### src/rtl/tap_pkg.sv
package tap_pkg;

  localparam int IR_W = 4;

  typedef enum logic [3:0] {
    ST_TLR,    ST_RTI,
    ST_SEL_DR, ST_CAP_DR, ST_SH_DR, ST_EX1_DR, ST_PAU_DR, ST_EX2_DR, ST_UPD_DR,
    ST_SEL_IR, ST_CAP_IR, ST_SH_IR, ST_EX1_IR, ST_PAU_IR, ST_EX2_IR, ST_UPD_IR
  } tap_state_e;

  typedef enum logic [1:0] {
    PATH_BYP = 2'd0,
    PATH_ID  = 2'd1,
    PATH_BS  = 2'd2
  } dr_path_e;

  localparam logic [IR_W-1:0] OP_EXTEST  = 4'b0000;
  localparam logic [IR_W-1:0] OP_SAMPLE  = 4'b0011;
  localparam logic [IR_W-1:0] OP_CLAMP   = 4'b0101;
  localparam logic [IR_W-1:0] OP_CLAMPZ  = 4'b1001;
  localparam logic [IR_W-1:0] OP_INTEST  = 4'b1100;
  localparam logic [IR_W-1:0] OP_IDCODE  = 4'b1110;
  localparam logic [IR_W-1:0] OP_BYPASS  = 4'b1111;
  localparam logic [IR_W-1:0] IR_CAPTURE = 4'b0001;

  typedef struct packed {
    dr_path_e path;
    logic     test;
    logic     clamp;
    logic     hiz;
  } ir_dec_t;

endpackage

### src/rtl/tap_fsm.sv
module tap_fsm
  import tap_pkg::*;
(
  input  logic       tck,
  input  logic       rst_n,
  input  logic       tms,
  output tap_state_e state
);

  tap_state_e state_d;

  always_comb begin
    state_d = state;
    unique case (state)
      ST_TLR:    state_d = tms ? ST_TLR    : ST_RTI;
      ST_RTI:    state_d = tms ? ST_SEL_DR : ST_RTI;
      ST_SEL_DR: state_d = tms ? ST_SEL_IR : ST_CAP_DR;
      ST_CAP_DR: state_d = tms ? ST_EX1_DR : ST_SH_DR;
      ST_SH_DR:  state_d = tms ? ST_EX1_DR : ST_SH_DR;
      ST_EX1_DR: state_d = tms ? ST_UPD_DR : ST_PAU_DR;
      ST_PAU_DR: state_d = tms ? ST_EX2_DR : ST_PAU_DR;
      ST_EX2_DR: state_d = tms ? ST_UPD_DR : ST_SH_DR;
      ST_UPD_DR: state_d = tms ? ST_SEL_DR : ST_RTI;
      ST_SEL_IR: state_d = tms ? ST_TLR    : ST_CAP_IR;
      ST_CAP_IR: state_d = tms ? ST_EX1_IR : ST_SH_IR;
      ST_SH_IR:  state_d = tms ? ST_EX1_IR : ST_SH_IR;
      ST_EX1_IR: state_d = tms ? ST_UPD_IR : ST_PAU_IR;
      ST_PAU_IR: state_d = tms ? ST_EX2_IR : ST_PAU_IR;
      ST_EX2_IR: state_d = tms ? ST_UPD_IR : ST_SH_IR;
      ST_UPD_IR: state_d = tms ? ST_SEL_DR : ST_RTI;
      default:   state_d = ST_TLR;
    endcase
  end

  always_ff @(posedge tck or negedge rst_n) begin
    if (!rst_n) state <= ST_TLR;
    else        state <= state_d;
  end

  // Checker: run of consecutive high tms samples, saturating at 5.
  logic [2:0] hi_run_q;
  always_ff @(posedge tck or negedge rst_n) begin
    if (!rst_n)       hi_run_q <= 3'd0;
    else if (!tms)    hi_run_q <= 3'd0;
    else if (hi_run_q != 3'd5) hi_run_q <= hi_run_q + 3'd1;
  end


  five_high_reset_chk: assert property (@(posedge tck) disable iff (!rst_n)
    (hi_run_q == 3'd5) |-> (state == ST_TLR));


  tlr_hold_chk: assert property (@(posedge tck) disable iff (!rst_n)
    (state == ST_TLR && tms) |=> (state == ST_TLR));

endmodule

### src/rtl/tap_ir.sv
module tap_ir
  import tap_pkg::*;
#(
  parameter bit HAS_IDCODE = 1'b1
) (
  input  logic       tck,
  input  logic       rst_n,
  input  logic       tdi,
  input  tap_state_e state,
  output logic       ir_so,
  output ir_dec_t    dec
);

  localparam logic [IR_W-1:0] RESET_OP = HAS_IDCODE ? OP_IDCODE : OP_BYPASS;

  logic [IR_W-1:0] ir_sr_q, ir_sr_d;
  logic [IR_W-1:0] ir_q, ir_d;
  logic            sr_en, ir_en;

  // Shift stage: capture the fixed pattern, shift LSB out, tdi in at MSB.
  always_comb begin
    sr_en   = 1'b0;
    ir_sr_d = ir_sr_q;
    if (state == ST_CAP_IR) begin
      sr_en   = 1'b1;
      ir_sr_d = IR_CAPTURE;
    end else if (state == ST_SH_IR) begin
      sr_en   = 1'b1;
      ir_sr_d = {tdi, ir_sr_q[IR_W-1:1]};
    end
  end

  // Active instruction: loaded at the edge leaving Update-IR.
  always_comb begin
    ir_en = 1'b0;
    ir_d  = ir_q;
    if (state == ST_TLR) begin
      ir_en = 1'b1;
      ir_d  = RESET_OP;
    end else if (state == ST_UPD_IR) begin
      ir_en = 1'b1;
      ir_d  = ir_sr_q;
    end
  end

  always_ff @(posedge tck or negedge rst_n) begin
    if (!rst_n)     ir_sr_q <= IR_CAPTURE;
    else if (sr_en) ir_sr_q <= ir_sr_d;
  end

  always_ff @(posedge tck or negedge rst_n) begin
    if (!rst_n)     ir_q <= RESET_OP;
    else if (ir_en) ir_q <= ir_d;
  end

  assign ir_so = ir_sr_q[0];

  always_comb begin
    dec = '{path: PATH_BYP, test: 1'b0, clamp: 1'b0, hiz: 1'b0};
    unique case (ir_q)
      OP_EXTEST: begin dec.path = PATH_BS; dec.test = 1'b1; end
      OP_SAMPLE: dec.path = PATH_BS;
      OP_INTEST: begin dec.path = PATH_BS; dec.test = 1'b1; end
      OP_CLAMP:  dec.clamp = 1'b1;
      OP_CLAMPZ: dec.hiz   = 1'b1;
      OP_IDCODE: dec.path  = HAS_IDCODE ? PATH_ID : PATH_BYP;
      default:   dec.path  = PATH_BYP;
    endcase
  end


  ir_capture_chk: assert property (@(posedge tck) disable iff (!rst_n)
    (state == ST_CAP_IR) |=> (ir_sr_q == IR_CAPTURE));


  ir_hold_chk: assert property (@(posedge tck) disable iff (!rst_n)
    (state != ST_UPD_IR && state != ST_TLR) |=> $stable(ir_q));


  ir_reset_chk: assert property (@(posedge tck) disable iff (!rst_n)
    (state == ST_TLR) |=> (ir_q == RESET_OP));

endmodule

### src/rtl/tap_dr.sv
module tap_dr
  import tap_pkg::*;
#(
  parameter int          ID_W     = 32,
  parameter logic [31:0] ID_VALUE = 32'h4F1C_3A57
) (
  input  logic       tck,
  input  logic       rst_n,
  input  logic       tdi,
  input  tap_state_e state,
  input  dr_path_e   path,
  output logic       byp_so,
  output logic       id_so
);

  localparam logic [ID_W-1:0] ID_CONST = ID_VALUE[ID_W-1:0];

  logic            byp_q, byp_d, byp_en;
  logic [ID_W-1:0] id_q, id_d;
  logic            id_en;

  always_comb begin
    byp_en = 1'b0;
    byp_d  = byp_q;
    if (path == PATH_BYP) begin
      if (state == ST_CAP_DR) begin
        byp_en = 1'b1;
        byp_d  = 1'b0;
      end else if (state == ST_SH_DR) begin
        byp_en = 1'b1;
        byp_d  = tdi;
      end
    end
  end

  always_comb begin
    id_en = 1'b0;
    id_d  = id_q;
    if (path == PATH_ID) begin
      if (state == ST_CAP_DR) begin
        id_en = 1'b1;
        id_d  = ID_CONST;
      end else if (state == ST_SH_DR) begin
        id_en = 1'b1;
        id_d  = {tdi, id_q[ID_W-1:1]};
      end
    end
  end

  always_ff @(posedge tck or negedge rst_n) begin
    if (!rst_n)      byp_q <= 1'b0;
    else if (byp_en) byp_q <= byp_d;
  end

  always_ff @(posedge tck or negedge rst_n) begin
    if (!rst_n)     id_q <= ID_CONST;
    else if (id_en) id_q <= id_d;
  end

  assign byp_so = byp_q;
  assign id_so  = id_q[0];


  byp_capture_chk: assert property (@(posedge tck) disable iff (!rst_n)
    (state == ST_CAP_DR && path == PATH_BYP) |=> (byp_q == 1'b0));


  id_capture_chk: assert property (@(posedge tck) disable iff (!rst_n)
    (state == ST_CAP_DR && path == PATH_ID) |=> (id_q == ID_CONST && id_q[0]));

endmodule

### src/rtl/tap_port.sv
module tap_port
  import tap_pkg::*;
#(
  parameter bit          HAS_IDCODE = 1'b1,
  parameter int          ID_W       = 32,
  parameter logic [31:0] ID_VALUE   = 32'h4F1C_3A57
) (
  input  logic tck,
  input  logic trst_n,
  input  logic tms,
  input  logic tdi,
  input  logic bsr_so,
  output logic tdo,
  output logic tdo_oe,
  output logic bs_capture,
  output logic bs_shift,
  output logic bs_update,
  output logic test_mode,
  output logic clamp_hold,
  output logic out_hiz
);

  // Reset: asserted asynchronously, released on tck.
  logic [1:0] rst_sync_q;
  logic       rst_n;
  always_ff @(posedge tck or negedge trst_n) begin
    if (!trst_n) rst_sync_q <= 2'b00;
    else         rst_sync_q <= {rst_sync_q[0], 1'b1};
  end
  assign rst_n = rst_sync_q[1];

  tap_state_e state;
  ir_dec_t    dec;
  logic       ir_so, byp_so, id_so;

  tap_fsm u_fsm (
    .tck   (tck),
    .rst_n (rst_n),
    .tms   (tms),
    .state (state)
  );

  tap_ir #(.HAS_IDCODE(HAS_IDCODE)) u_ir (
    .tck   (tck),
    .rst_n (rst_n),
    .tdi   (tdi),
    .state (state),
    .ir_so (ir_so),
    .dec   (dec)
  );

  tap_dr #(.ID_W(ID_W), .ID_VALUE(ID_VALUE)) u_dr (
    .tck    (tck),
    .rst_n  (rst_n),
    .tdi    (tdi),
    .state  (state),
    .path   (dec.path),
    .byp_so (byp_so),
    .id_so  (id_so)
  );

  logic bs_sel;
  assign bs_sel     = (dec.path == PATH_BS);
  assign bs_capture = bs_sel && (state == ST_CAP_DR);
  assign bs_shift   = bs_sel && (state == ST_SH_DR);
  assign bs_update  = bs_sel && (state == ST_UPD_DR);
  assign test_mode  = dec.test;
  assign clamp_hold = dec.clamp;
  assign out_hiz    = dec.hiz;

  // Serial output select, retimed on the falling edge.
  logic tdo_d, oe_d;
  always_comb begin
    tdo_d = 1'b0;
    oe_d  = 1'b0;
    if (state == ST_SH_IR) begin
      tdo_d = ir_so;
      oe_d  = 1'b1;
    end else if (state == ST_SH_DR) begin
      oe_d = 1'b1;
      unique case (dec.path)
        PATH_BS: tdo_d = bsr_so;
        PATH_ID: tdo_d = id_so;
        default: tdo_d = byp_so;
      endcase
    end
  end

  always_ff @(negedge tck or negedge rst_n) begin
    if (!rst_n) begin
      tdo    <= 1'b0;
      tdo_oe <= 1'b0;
    end else begin
      tdo    <= tdo_d;
      tdo_oe <= oe_d;
    end
  end


  tdo_oe_state_chk: assert property (@(posedge tck) disable iff (!rst_n)
    tdo_oe == (state == ST_SH_IR || state == ST_SH_DR));


  tdo_rise_stable_chk: assert property (@(posedge tck) disable iff (!rst_n)
    !tdo_oe |-> (tdo == 1'b0));


  mode_excl_chk: assert property (@(posedge tck) disable iff (!rst_n)
    $onehot0({test_mode, clamp_hold, out_hiz}));


  strobe_excl_chk: assert property (@(posedge tck) disable iff (!rst_n)
    $onehot0({bs_capture, bs_shift, bs_update}));


  strobe_path_chk: assert property (@(posedge tck) disable iff (!rst_n)
    (bs_capture || bs_shift || bs_update) |-> (dec.path == PATH_BS));


  test_mode_path_chk: assert property (@(posedge tck) disable iff (!rst_n)
    test_mode |-> (dec.path == PATH_BS));

endmodule

### config.mk
export PLATFORM = sky130hd
export DESIGN_NAME = tap_port
export DESIGN_NICKNAME = d
export VERILOG_FILES = /design/src/rtl/tap_pkg.sv /design/src/rtl/tap_fsm.sv /design/src/rtl/tap_ir.sv /design/src/rtl/tap_dr.sv /design/src/rtl/tap_port.sv
export SDC_FILE = /design/constraint.sdc
export NUM_CORES = 1
export LEC_CHECK = 0
export BUFFER_PORTS_ARGS = -buffer_cell sky130_fd_sc_hd__clkbuf_2
export CORE_MARGIN = 2
export CORE_UTILIZATION = 64
export CTS_CLUSTER_DIAMETER = 30
export DETAILED_ROUTE_END_ITERATION = 12
export PLACE_DENSITY = 0.83
export SLEW_MARGIN = 40
export SYNTH_ARGS = -nofsm -noshare
export SYNTH_HDL_FRONTEND = slang
export SYNTH_SLANG_ARGS = --single-unit
### constraint.sdc
create_clock -name tck -period 2.7 [get_ports tck]
set_input_delay 0.405 -clock tck [delete_from_list [all_inputs] [get_ports tck]]
set_output_delay 0.405 -clock tck [all_outputs]
set_load 0.01 [all_outputs]
[Word level (Yosys, flattened, before mapping)]
Index checks and enable logic that the tools add are counted.
Operators by class
  eq/ne operators: 22
  mux-type cells: 37
  reduce and logical (&&, ||, !) cells: 18
Operator list (count)
  32-bit two-way mux: 2
  4-bit case mux with 12 select lines: 1
  4-bit == test, second input constant: 11
  4-bit two-way mux: 8
  4-bit by 3-bit == test with 1-bit output, second input constant: 5
  1-bit two-way mux: 19
  4-bit by 2-bit == test with 1-bit output, second input constant: 3
  4-bit logical NOT: 2
  2-bit two-way mux: 3
  3-bit two-way mux: 2
  3-bit AND reduction: 2
  2-bit nonzero test: 3
  2-bit OR reduction: 3
  3-bit OR reduction: 2
  4-bit by 1-bit == test with 1-bit output, second input constant: 1
  2-bit case mux with 2 select lines: 1
  2-bit AND reduction: 2
  1-bit logical AND: 3
  2-bit by 1-bit == test with 1-bit output, second input constant: 1
  2-bit == test, second input constant: 1
  2-bit logical NOT: 1
  1-bit case mux with 2 select lines: 1
Storage, ports and cells
  register bits: 49
  bits of input ports: 5
  output and inout port bits: 8
  logic and storage cells: 85

[Logic depth before layout (Yosys ltp)]
Gate-level depths: netlist (run 1).
  depth in word-level cells: 7
  depth in mapped cells: 10
  mapped depth without buffers: 7

[By module]
A second synthesis (run 1) with hierarchy kept.
Second synthesis, totals
  cell total of the unflattened synthesis: 234
  area, all modules: 2516.2 um^2
By module, submodules not included
  tap_dr: instances 1, cells an instance 127, area each 1511.4 um^2, sequential area each 847.1 um^2
  tap_ir: instances 1, cells an instance 46, area each 441.7 um^2, sequential area each 205.2 um^2
  tap_fsm: instances 1, cells an instance 40, area each 315.3 um^2, sequential area each 100.1 um^2
  tap_port: instances 1, cells an instance 21, area each 247.7 um^2, sequential area each 100.1 um^2

==> flow_metrics.env, run 1 <==
export IMPL_status="finished, violations left"
export IMPL_violations="negative setup slack"
export IMPL_async_flop_share_pct=100
export IMPL_clk_latency_ps=350
export IMPL_path_class="flop to flop"
export IMPL_relSlewSlack_pct=55.6
export IMPL_grt_use_total_pct=23.3
export IMPL_cts_path_max_buffers=2
export IMPL_synthCells=184
export IMPL_synth_seq_area_share_pct=56.4
export IMPL_cts_root_buf="clkbuf_4"
export IMPL_vias=1499
export IMPL_synthTopCellsByCount="dfrtp_1, dfstp_2, o22a_1, a22o_1, o21ai_0"
export IMPL_wl_per_cell_um=16.6
export IMPL_rows=21
export IMPL_worst_slew_pin_transition_ps=666
export IMPL_hp_class="flop to asynchronous set/reset pin"
export IMPL_die_y_um=62.9
export IMPL_drv_slew=0
export IMPL_dpl_hpwl_um=2910
export IMPL_antenna_found_initial=0
export IMPL_synth_seq_cells=49
export IMPL_p_leak_nw=1.04
export IMPL_overflow=0
export IMPL_stdcell_count=250
export IMPL_multi_input_area_um2=888
export IMPL_synth_cell_area_um2=2220
export IMPL_die_area_um2=3960
export IMPL_drive_gt1_share_pct=34.8
export IMPL_rr_endpoint="tdo"
export IMPL_post_drt_via_cell_ratio=6.00
export IMPL_start_util_pct=66.6
export IMPL_place_inst=240
export IMPL_ff2ff_path_depth=6
export IMPL_cp_endpoint="tdo"
export IMPL_final_fill_count=256
export IMPL_ir_drop_uv=566
export IMPL_syn_to_final_growth_pct=10.7
export IMPL_die_w_um=62.9
export IMPL_power_mw=2.92
export IMPL_clkTransAtPathRegs_ps=140
export IMPL_grt_max_degree=25
export IMPL_setup_violations=1
export IMPL_synth_area_leader_cell="dfrtp_1"
export IMPL_cp_start_kind="flop"
export IMPL_routabilityCongestion=0.827
export IMPL_drt_total_wl_um=4160
export IMPL_seq_area_um2=1250
export IMPL_htreeDepth=2
export IMPL_hold_viol_final=0
export IMPL_place_port_buffers=12
export IMPL_endpoint_kind="flop"
export IMPL_cts_tree="done"
export IMPL_synth_area_leaders="dfrtp_1, dfstp_2, o22a_1"
export IMPL_crit_arrival_ps=1930
export IMPL_fin_nets=211
export IMPL_num_io_pins=13
export IMPL_whs_ps=244
export IMPL_finalWorstSetupSlack_ps=-393
export IMPL_ys_types=50
export IMPL_synthesis_nets=192
export IMPL_cp_max_fo=3
export IMPL_powerDensity_nw_per_um2=1190
export IMPL_synth_edf_count=0
export IMPL_rsz0062_at_grt="true"
export IMPL_drtAntennaViolNets=0
export IMPL_synth_most_common_cell="dfrtp_1"
export IMPL_skew_ps=16.5
export IMPL_synth_top_area_share_pct=29.3
export IMPL_cp_required_ps=1530
export IMPL_drc=0
export IMPL_synth_flop_cell="dfrtp_1"
export IMPL_diodes=0
export IMPL_grt_pass1_wl_um=7240
export IMPL_crit_path_start="u_ir.ir_q[3]"
export IMPL_cap_viol_max_count=0
export IMPL_cts_sinks=49
export IMPL_cts_inserted_buffers=5
export IMPL_yosys_warnings=0
export IMPL_dr_pass1_iters=4
export IMPL_initialDrtViolationCount=111
export IMPL_core_um2=3340
export IMPL_syn_area_per_cell_um2=12.1
export IMPL_rrSetupSlack_ps=-390
export IMPL_grt_pass1_vias=1533
export IMPL_r2r_start="u_ir.ir_q[3]"
==> per-layer routing <==
metal | vias up | GRT usage (%) | part of all wire [%]
met2 | 15 | 40.7 | 54
li1 | 726 | - | -
met3 | 5 | 4.32 | 2.0
met5 | - | 0 | 0
met4 | 0 | 5.83 | 0.63
met1 | 753 | 29.8 | 44
==> how the worst min path moves through the flow <==
stage / end / slack (ps) / cells past startpoint
2_1_floorplan: rst_sync_q[0] / 110 / 0
3_3_place_gp: rst_sync_q[0] / 190 / 1
3_5_place_dp: rst_sync_q[0] / 190 / 1
4_1_cts: u_dr.byp_so / 250 / 0
5_1_grt: u_dr.byp_so / 310 / 0
6_report: u_dr.id_q[31] / 240 / 0
==> through the flow <==
step                      setup TNS [ps]  area [um2]  worst slack, ps  util [%]
after floorplan                     -432        2260             -432         -
after global placement              -300        2360             -300      70.9
after detailed placement            -380        2370             -380      71.0
after CTS                           -414        2440             -414      73.0
after global routing                -504        2460             -481      73.7
final                               -393        2460             -393      73.7
==> cells in the final DEF (no fill, tap or decap), types with 4 or more instances in the layout <==
| cell | count |
|---|---|
| a22o_1 | 15 |
| buf_4 | 16 |
| clkbuf_2 | 12 |
| clkbuf_4 | 5 |
| dfrtp_1 | 25 |
| dfstp_2 | 21 |
| nand2_1 | 7 |
| nor2_1 | 6 |
| nor2b_1 | 4 |
| o21ai_0 | 9 |
| o22a_1 | 17 |
==> power breakdown <==
part           internal [mW]  switching, mW  total (mW)  leakage, nW
registers               1.11          0.191        1.30        0.579
clock network          0.105          0.220       0.325       0.0326
logic                  0.616          0.673        1.29        0.432
total                   1.83           1.08        2.92         1.04
==> cell type report <==
type	instances	share of cell area [%]
inverter	4	0.610
timing repair buffer	29	7.73
multi-input combinational	114	36.1
clock inverter	2	0.560
sequential	49	51.0
clock buffer	6	1.68
tap	46	2.34
==> worst max-delay path, stage by stage (launching register included) <==
cell and delay, ps:
dfstp_2 580, xor2_2 70, nor3_2 260, a31o_2 180
ha_4 200, a221oi_2 180, o32ai_2 100
==> kinds of logic (layout without fill, tap and decap cells) <==
kind of cell	Yosys count	count (layout)	synth area share, %
adders and majority gates	3	3	1.69
xor gates and xnor gates	2	2	0.788
AOI/OAI and AO/OA	68	68	23.5
other	1	1	0.169
buffers and inverters	21	41	5.86
DFF	49	49	56.4
and+or+nand+nor	40	40	11.6
==> flip-flops by register name, indices dropped and copies added (netlist names) <==
register and cells:
rst_sync_q 2, tdo 1, tdo_oe 1, u_dr.byp_so 1
u_dr.id_q 32, u_fsm.state 4, u_ir.ir_q 4, u_ir.ir_sr_q 4
==> what timing repair did <==
action	in CTS	in global routing
buffers inserted	0	1
gates resized for setup	2	2
hold buffers	1	0
pin swaps	5	3
endpoints found under the hold margin	2	0
setup endpoints to repair	1	1
Power figures use the tool's default switching activity.
==> inputs of run 2 (changes only) <==
--- a/config.mk
+++ b/config.mk
@@ -6,11 +6,10 @@
 export NUM_CORES = 1
 export LEC_CHECK = 0
 export BUFFER_PORTS_ARGS = -buffer_cell sky130_fd_sc_hd__clkbuf_2
-export CORE_MARGIN = 2
-export CORE_UTILIZATION = 64
+export CORE_UTILIZATION = 60
 export CTS_CLUSTER_DIAMETER = 30
 export DETAILED_ROUTE_END_ITERATION = 12
-export PLACE_DENSITY = 0.83
+export PLACE_DENSITY = 0.79
 export SLEW_MARGIN = 40
 export SYNTH_ARGS = -nofsm -noshare
 export SYNTH_HDL_FRONTEND = slang
==> run 2 against run 1 <==
The run still ends with negative setup slack left. Global-route usage decreased by 0.12 points. Non-clock buffer count did not move. Count of clock-buffer cells in the layout did not move. Clock skew down 6.2 ps. Critical endpoint unchanged. Largest cell class unchanged. Largest power group unchanged. Highest routed layer unchanged.
==> flow_metrics.env, run 2 (same netlist as run 1, synthesis figures left out) <==
export IMPL_grt_use_total_pct=23.1
export IMPL_syn_to_final_growth_pct=13.0
export IMPL_switchingPower_mw=1.10
export IMPL_rrSetupSlack_ps=-370
export IMPL_fin_nets=211
export IMPL_path_class="flop to flop"
export IMPL_clkTransAtPathRegs_ps=90
export IMPL_rr_endpoint="tdo"
export IMPL_endpoint_kind="flop"
export IMPL_mostFrequentLayoutCells="dfrtp_1, dfstp_2, o22a_1"
export IMPL_powerDensity_nw_per_um2=1250
export IMPL_cap_viol_max_count=0
export IMPL_ff2ff_path_depth=6
export IMPL_crit_arrival_ps=1860
export IMPL_drc=0
export IMPL_htreeDepth=2
export IMPL_setup_violations=1
export IMPL_p_leak_nw=1.06
export IMPL_dr_pass1_iters=4
export IMPL_drv_slew=0
export IMPL_routabilityCongestion=0.836
export IMPL_drtAntennaViolNets=0
export IMPL_overflow=0
export IMPL_grt_pass1_vias=1564
export IMPL_cts_inserted_buffers=5
export IMPL_post_drt_via_cell_ratio=6.14
export IMPL_swShare_pct=35.2
export IMPL_clkPwrFrac_pct=16.9
export IMPL_drive_gt1_share_pct=34.3
export IMPL_crit_chain="xor2_1 -> nor3_2 -> a31o_2 -> ha_4 -> a221oi_2 -> o32ai_1"
export IMPL_post_place_ws_ps=-368
export IMPL_cts_root_buf="clkbuf_8"
export IMPL_regMostFlops="u_dr.id_q"
export IMPL_rsz0062_at_grt="true"
export IMPL_cp_start_kind="flop"
export IMPL_die_w_um=62.9
export IMPL_cp_required_ps=1480
export IMPL_rows=21
export IMPL_cellInternalPower_mw=2.03
export IMPL_cts_sinks=49
export IMPL_finalWorstSetupSlack_ps=-374
export IMPL_antenna_found_initial=0
export IMPL_grt_max_degree=29
export IMPL_hold_viol_final=0
export IMPL_skew_ps=10.3
export IMPL_core_um2=3440
export IMPL_slowest_stage="dfstp_2"
export IMPL_vias=1536
export IMPL_cts_tree="done"
export IMPL_largest_reg_flops=32
export IMPL_comb_power_share_pct=41.4
export IMPL_relSlewSlack_pct=57.8
export IMPL_clk_latency_ps=300
export IMPL_worst_slew_pin_transition_ps=633
export IMPL_initialDrtViolationCount=92
export IMPL_cpPeakStageDelay_ps=540
export IMPL_hp_class="flop to asynchronous set/reset pin"
export IMPL_start_util_pct=64.6
export IMPL_cp_max_fo=3
export IMPL_num_io_pins=13
export IMPL_diodes=0
export IMPL_drt_total_wl_um=4150
export IMPL_violations="negative setup slack"
export IMPL_cts_path_max_buffers=2
export IMPL_r2r_start="u_ir.ir_q[2]"
export IMPL_grt_pass1_wl_um=7080
export IMPL_pwr_share_seq_pct=41.7
export IMPL_die_area_um2=3950
export IMPL_layout_commonest_cell="dfrtp_1"
export IMPL_ir_drop_uv=519
export IMPL_dpl_hpwl_um=2820
export IMPL_place_port_buffers=12
export IMPL_wl_per_cell_um=16.6
export IMPL_status="finished, violations left"
export IMPL_die_y_um=62.9
export IMPL_timing_setup_tns_ps=-374
[run 2: critical path, delay by kind of cell (launching register included)]
kind                       cells  cell delay [ps]
AOI/OAI and AO/OA              3              540
xor gates and xnor gates       1              180
adders and majority gates      1              230
DFF                            1              540
and+or+nand+nor                1               80
[run 2: worst max path at each step]
stage | startpoint | to
final | u_ir.ir_q[2] | tdo
after global routing | u_ir.ir_q[2] | tdo
after CTS | u_ir.ir_q[2] | tdo
after detailed placement | u_ir.ir_q[3] | tdo
after global placement | u_ir.ir_q[3] | tdo
after floorplan | u_ir.ir_q[3] | tdo
[run 2: metal layers]
| layer | wire, um | global-route usage (%) |
|---|---|---|
| met1 | 1830 | 29.6 |
| met2 | 2040 | 38.5 |
| met3 | 182 | 4.56 |
| met4 | 95 | 9.59 |
| met5 | 0 | 0 |
[run 2: timing repair]
item / CTS / global route
buffers inserted: 1 / 0
endpoints found under the hold margin: 2 / 0
endpoints found under the setup margin: 1 / 1
gates resized for setup: 0 / 2
pin swaps: 2 / 0
hold buffers: 1 / 0
[run 2: cell type report]
type | instances | area [um2]
fillers | 225 | 932
well taps | 46 | 57.6
multi-input cells | 114 | 873
clock inverters | 2 | 37.5
inverters | 4 | 15.0
repair buffers | 29 | 190
flip-flops and latches | 49 | 1250
clock buffers | 6 | 82.6
[run 2: per-stage QoR]
step | util [%] | std cells | area [um2] | hold WS (ps) | power (mW)
detailed placement | 68.8 | 240 | 2370 | 193 | 2.58
finish | 72.9 | 250 | 2510 | 205 | 3.13
CTS | 72.8 | 250 | 2510 | 216 | 3.13
floorplan | - | 184 | 2260 | 109 | 2.31
global placement | 68.7 | 240 | 2360 | 190 | 2.47
global route | 72.9 | 250 | 2510 | 252 | 3.34
[run 2: power groups by stage]
stage          Clock (mW)  Sequential (mW)  Combinational, mW
2_1_floorplan           0             1.26               1.05
3_3_place_gp            0             1.29               1.17
3_5_place_dp            0             1.31               1.27
4_1_cts             0.541             1.30               1.29
5_1_grt             0.568             1.34               1.43
6_report            0.530             1.31               1.30
==> inputs of run 3 (changes only) <==
--- a/config.mk
+++ b/config.mk
@@ -5,11 +5,11 @@
 export SDC_FILE = /design/constraint.sdc
 export NUM_CORES = 1
 export LEC_CHECK = 0
-export BUFFER_PORTS_ARGS = -buffer_cell sky130_fd_sc_hd__clkbuf_2
 export CORE_UTILIZATION = 60
 export CTS_CLUSTER_DIAMETER = 30
 export DETAILED_ROUTE_END_ITERATION = 12
-export PLACE_DENSITY = 0.79
+export DONT_BUFFER_PORTS = 1
+export PLACE_DENSITY = 0.76
 export SLEW_MARGIN = 40
 export SYNTH_ARGS = -nofsm -noshare
 export SYNTH_HDL_FRONTEND = slang
==> run 3 against run 2 <==
The flow still finishes with violations (negative setup slack). Routed wire length is essentially flat. Cell area fell by 2.2%. Sequential cell count stayed put. Total power fell by 1.1%. Register-to-register slack worse by 30 ps. Critical path depth did not move. Die area stayed put. Global-route usage increased by 0.38 points. Critical endpoint unchanged. Largest cell class unchanged.
==> flow_metrics.env, run 3 (same netlist as run 1, synthesis figures left out) <==
export IMPL_clk_latency_ps=300
export IMPL_dpl_hpwl_um=2840
export IMPL_p_leak_nw=1.01
export IMPL_comb_power_share_pct=40.8
export IMPL_largest_reg_flops=32
export IMPL_regMostFlops="u_dr.id_q"
export IMPL_cts_sinks=49
export IMPL_status="finished, violations left"
export IMPL_setup_violations=1
export IMPL_diodes=0
export IMPL_cellInternalPower_mw=2.03
export IMPL_post_drt_via_cell_ratio=6.36
export IMPL_hold_viol_final=0
export IMPL_whs_ps=217
export IMPL_cp_required_ps=1480
export IMPL_final_util_pct=71.3
export IMPL_dpl_cell_area_um2=2320
export IMPL_crit_arrival_ps=1880
export IMPL_syn_to_final_growth_pct=10.4
export IMPL_cp_start_kind="flop"
export IMPL_antenna_found_initial=0
export IMPL_violations="negative setup slack"
export IMPL_switchingPower_mw=1.07
export IMPL_wl_per_cell_um=17.4
export IMPL_routabilityCongestion=0.741
export IMPL_power_mw=3.10
export IMPL_overflow=0
export IMPL_rsz0062_at_grt="true"
export IMPL_grt_max_degree=43
export IMPL_path_class="flop to flop"
export IMPL_htreeDepth=2
export IMPL_die_y_um=62.9
export IMPL_cap_viol_max_count=0
export IMPL_grt_pass1_wl_um=7200
export IMPL_clkTransAtPathRegs_ps=80
export IMPL_skew_ps=10.0
export IMPL_pwr_share_seq_pct=42.2
export IMPL_drive_gt1_share_pct=30.2
export IMPL_drtAntennaViolNets=0
export IMPL_cp_max_fo=3
export IMPL_drt_total_wl_um=4150
export IMPL_hp_class="input pin to flop"
export IMPL_start_util_pct=64.6
export IMPL_relSlewSlack_pct=55.1
export IMPL_swShare_pct=34.6
export IMPL_cts_inserted_buffers=5
export IMPL_mostFrequentLayoutCells="dfrtp_1, dfstp_2, o22a_1"
export IMPL_dr_pass1_iters=4
export IMPL_powerDensity_nw_per_um2=1260
export IMPL_initialDrtViolationCount=103
export IMPL_cts_tree="done"
export IMPL_cts_setup_buffers=0
export IMPL_place_port_buffers=0
export IMPL_final_area_um2=2450
export IMPL_die_area_um2=3950
export IMPL_layout_commonest_cell="dfrtp_1"
export IMPL_endpoint_kind="flop"
export IMPL_clkPwrFrac_pct=16.9
export IMPL_drc=0
export IMPL_rrSetupSlack_ps=-400
export IMPL_finalWorstSetupSlack_ps=-400
export IMPL_ir_drop_uv=641
export IMPL_fin_nets=199
export IMPL_core_um2=3440
export IMPL_cts_root_buf="clkbuf_8"
export IMPL_grt_use_total_pct=23.5
export IMPL_rows=21
export IMPL_grt_pass1_vias=1537
export IMPL_die_w_um=62.9
export IMPL_timing_setup_tns_ps=-400
export IMPL_vias=1513
export IMPL_drv_slew=0
export IMPL_cts_path_max_buffers=2
export IMPL_num_io_pins=13
export IMPL_worst_slew_pin_transition_ps=664
run 3: cell type report:
cell class,instances,area [um2]
clock buffers,7,86.3
clock inverters,1,30.0
multi-input cells,114,881
repair buffers,17,130
well taps,46,57.6
fillers,244,988
flip-flops and latches,49,1250
inverters,4,15.0
run 3: metrics by stage:
step	std cells	worst slack [ps]
2_1_floorplan	184	-432
3_3_place_gp	229	-299
3_5_place_dp	229	-368
4_1_cts	238	-393
5_1_grt	238	-437
6_report	238	-400
run 3: worst max-delay path, stage by stage (launching register included):
cell	delay (ps)
dfstp_2	560
xor2_1	170
nor3_2	80
a31o_2	240
ha_4	230
a221oi_2	190
o32ai_2	130
run 3: final timing paths:
| check | from | to | cells after the start |
|---|---|---|---|
| max | u_ir.ir_q[2] | tdo | 6 |
| min in group asynchronous | rst_sync_q[1] | u_dr.id_q[11] | 0 |
| min reg2reg | rst_sync_q[1] | u_dr.id_q[11] | 0 |
| max in group asynchronous | rst_sync_q[1] | tdo_oe | 0 |
| max reg2reg | u_ir.ir_q[2] | tdo | 6 |
| min | tms | u_fsm.state[2] | 1 |
run 3: power by group through the flow:
stage / combinational (mW) / clock (mW) / sequential, mW
2_1_floorplan: 1.05 / 0 / 1.26
6_report: 1.27 / 0.524 / 1.31
4_1_cts: 1.27 / 0.531 / 1.31
3_3_place_gp: 1.16 / 0 / 1.30
5_1_grt: 1.40 / 0.561 / 1.34
3_5_place_dp: 1.24 / 0 / 1.32
run 3: metal layers:
metal  part of all wire [%]  track usage (%)
met5                      0                0
met3                    3.1             6.02
met1                     45             30.2
met2                     51             39.4
met4                    1.1             6.40
run 3: timing repair:
| action | CTS | global route |
|---|---|---|
| pin swaps | 3 | 0 |
| resized for setup | 2 | 1 |
| setup endpoints to repair | 1 | 1 |
| hold buffers | 1 | 0 |
| hold endpoints to repair | 2 | 0 |
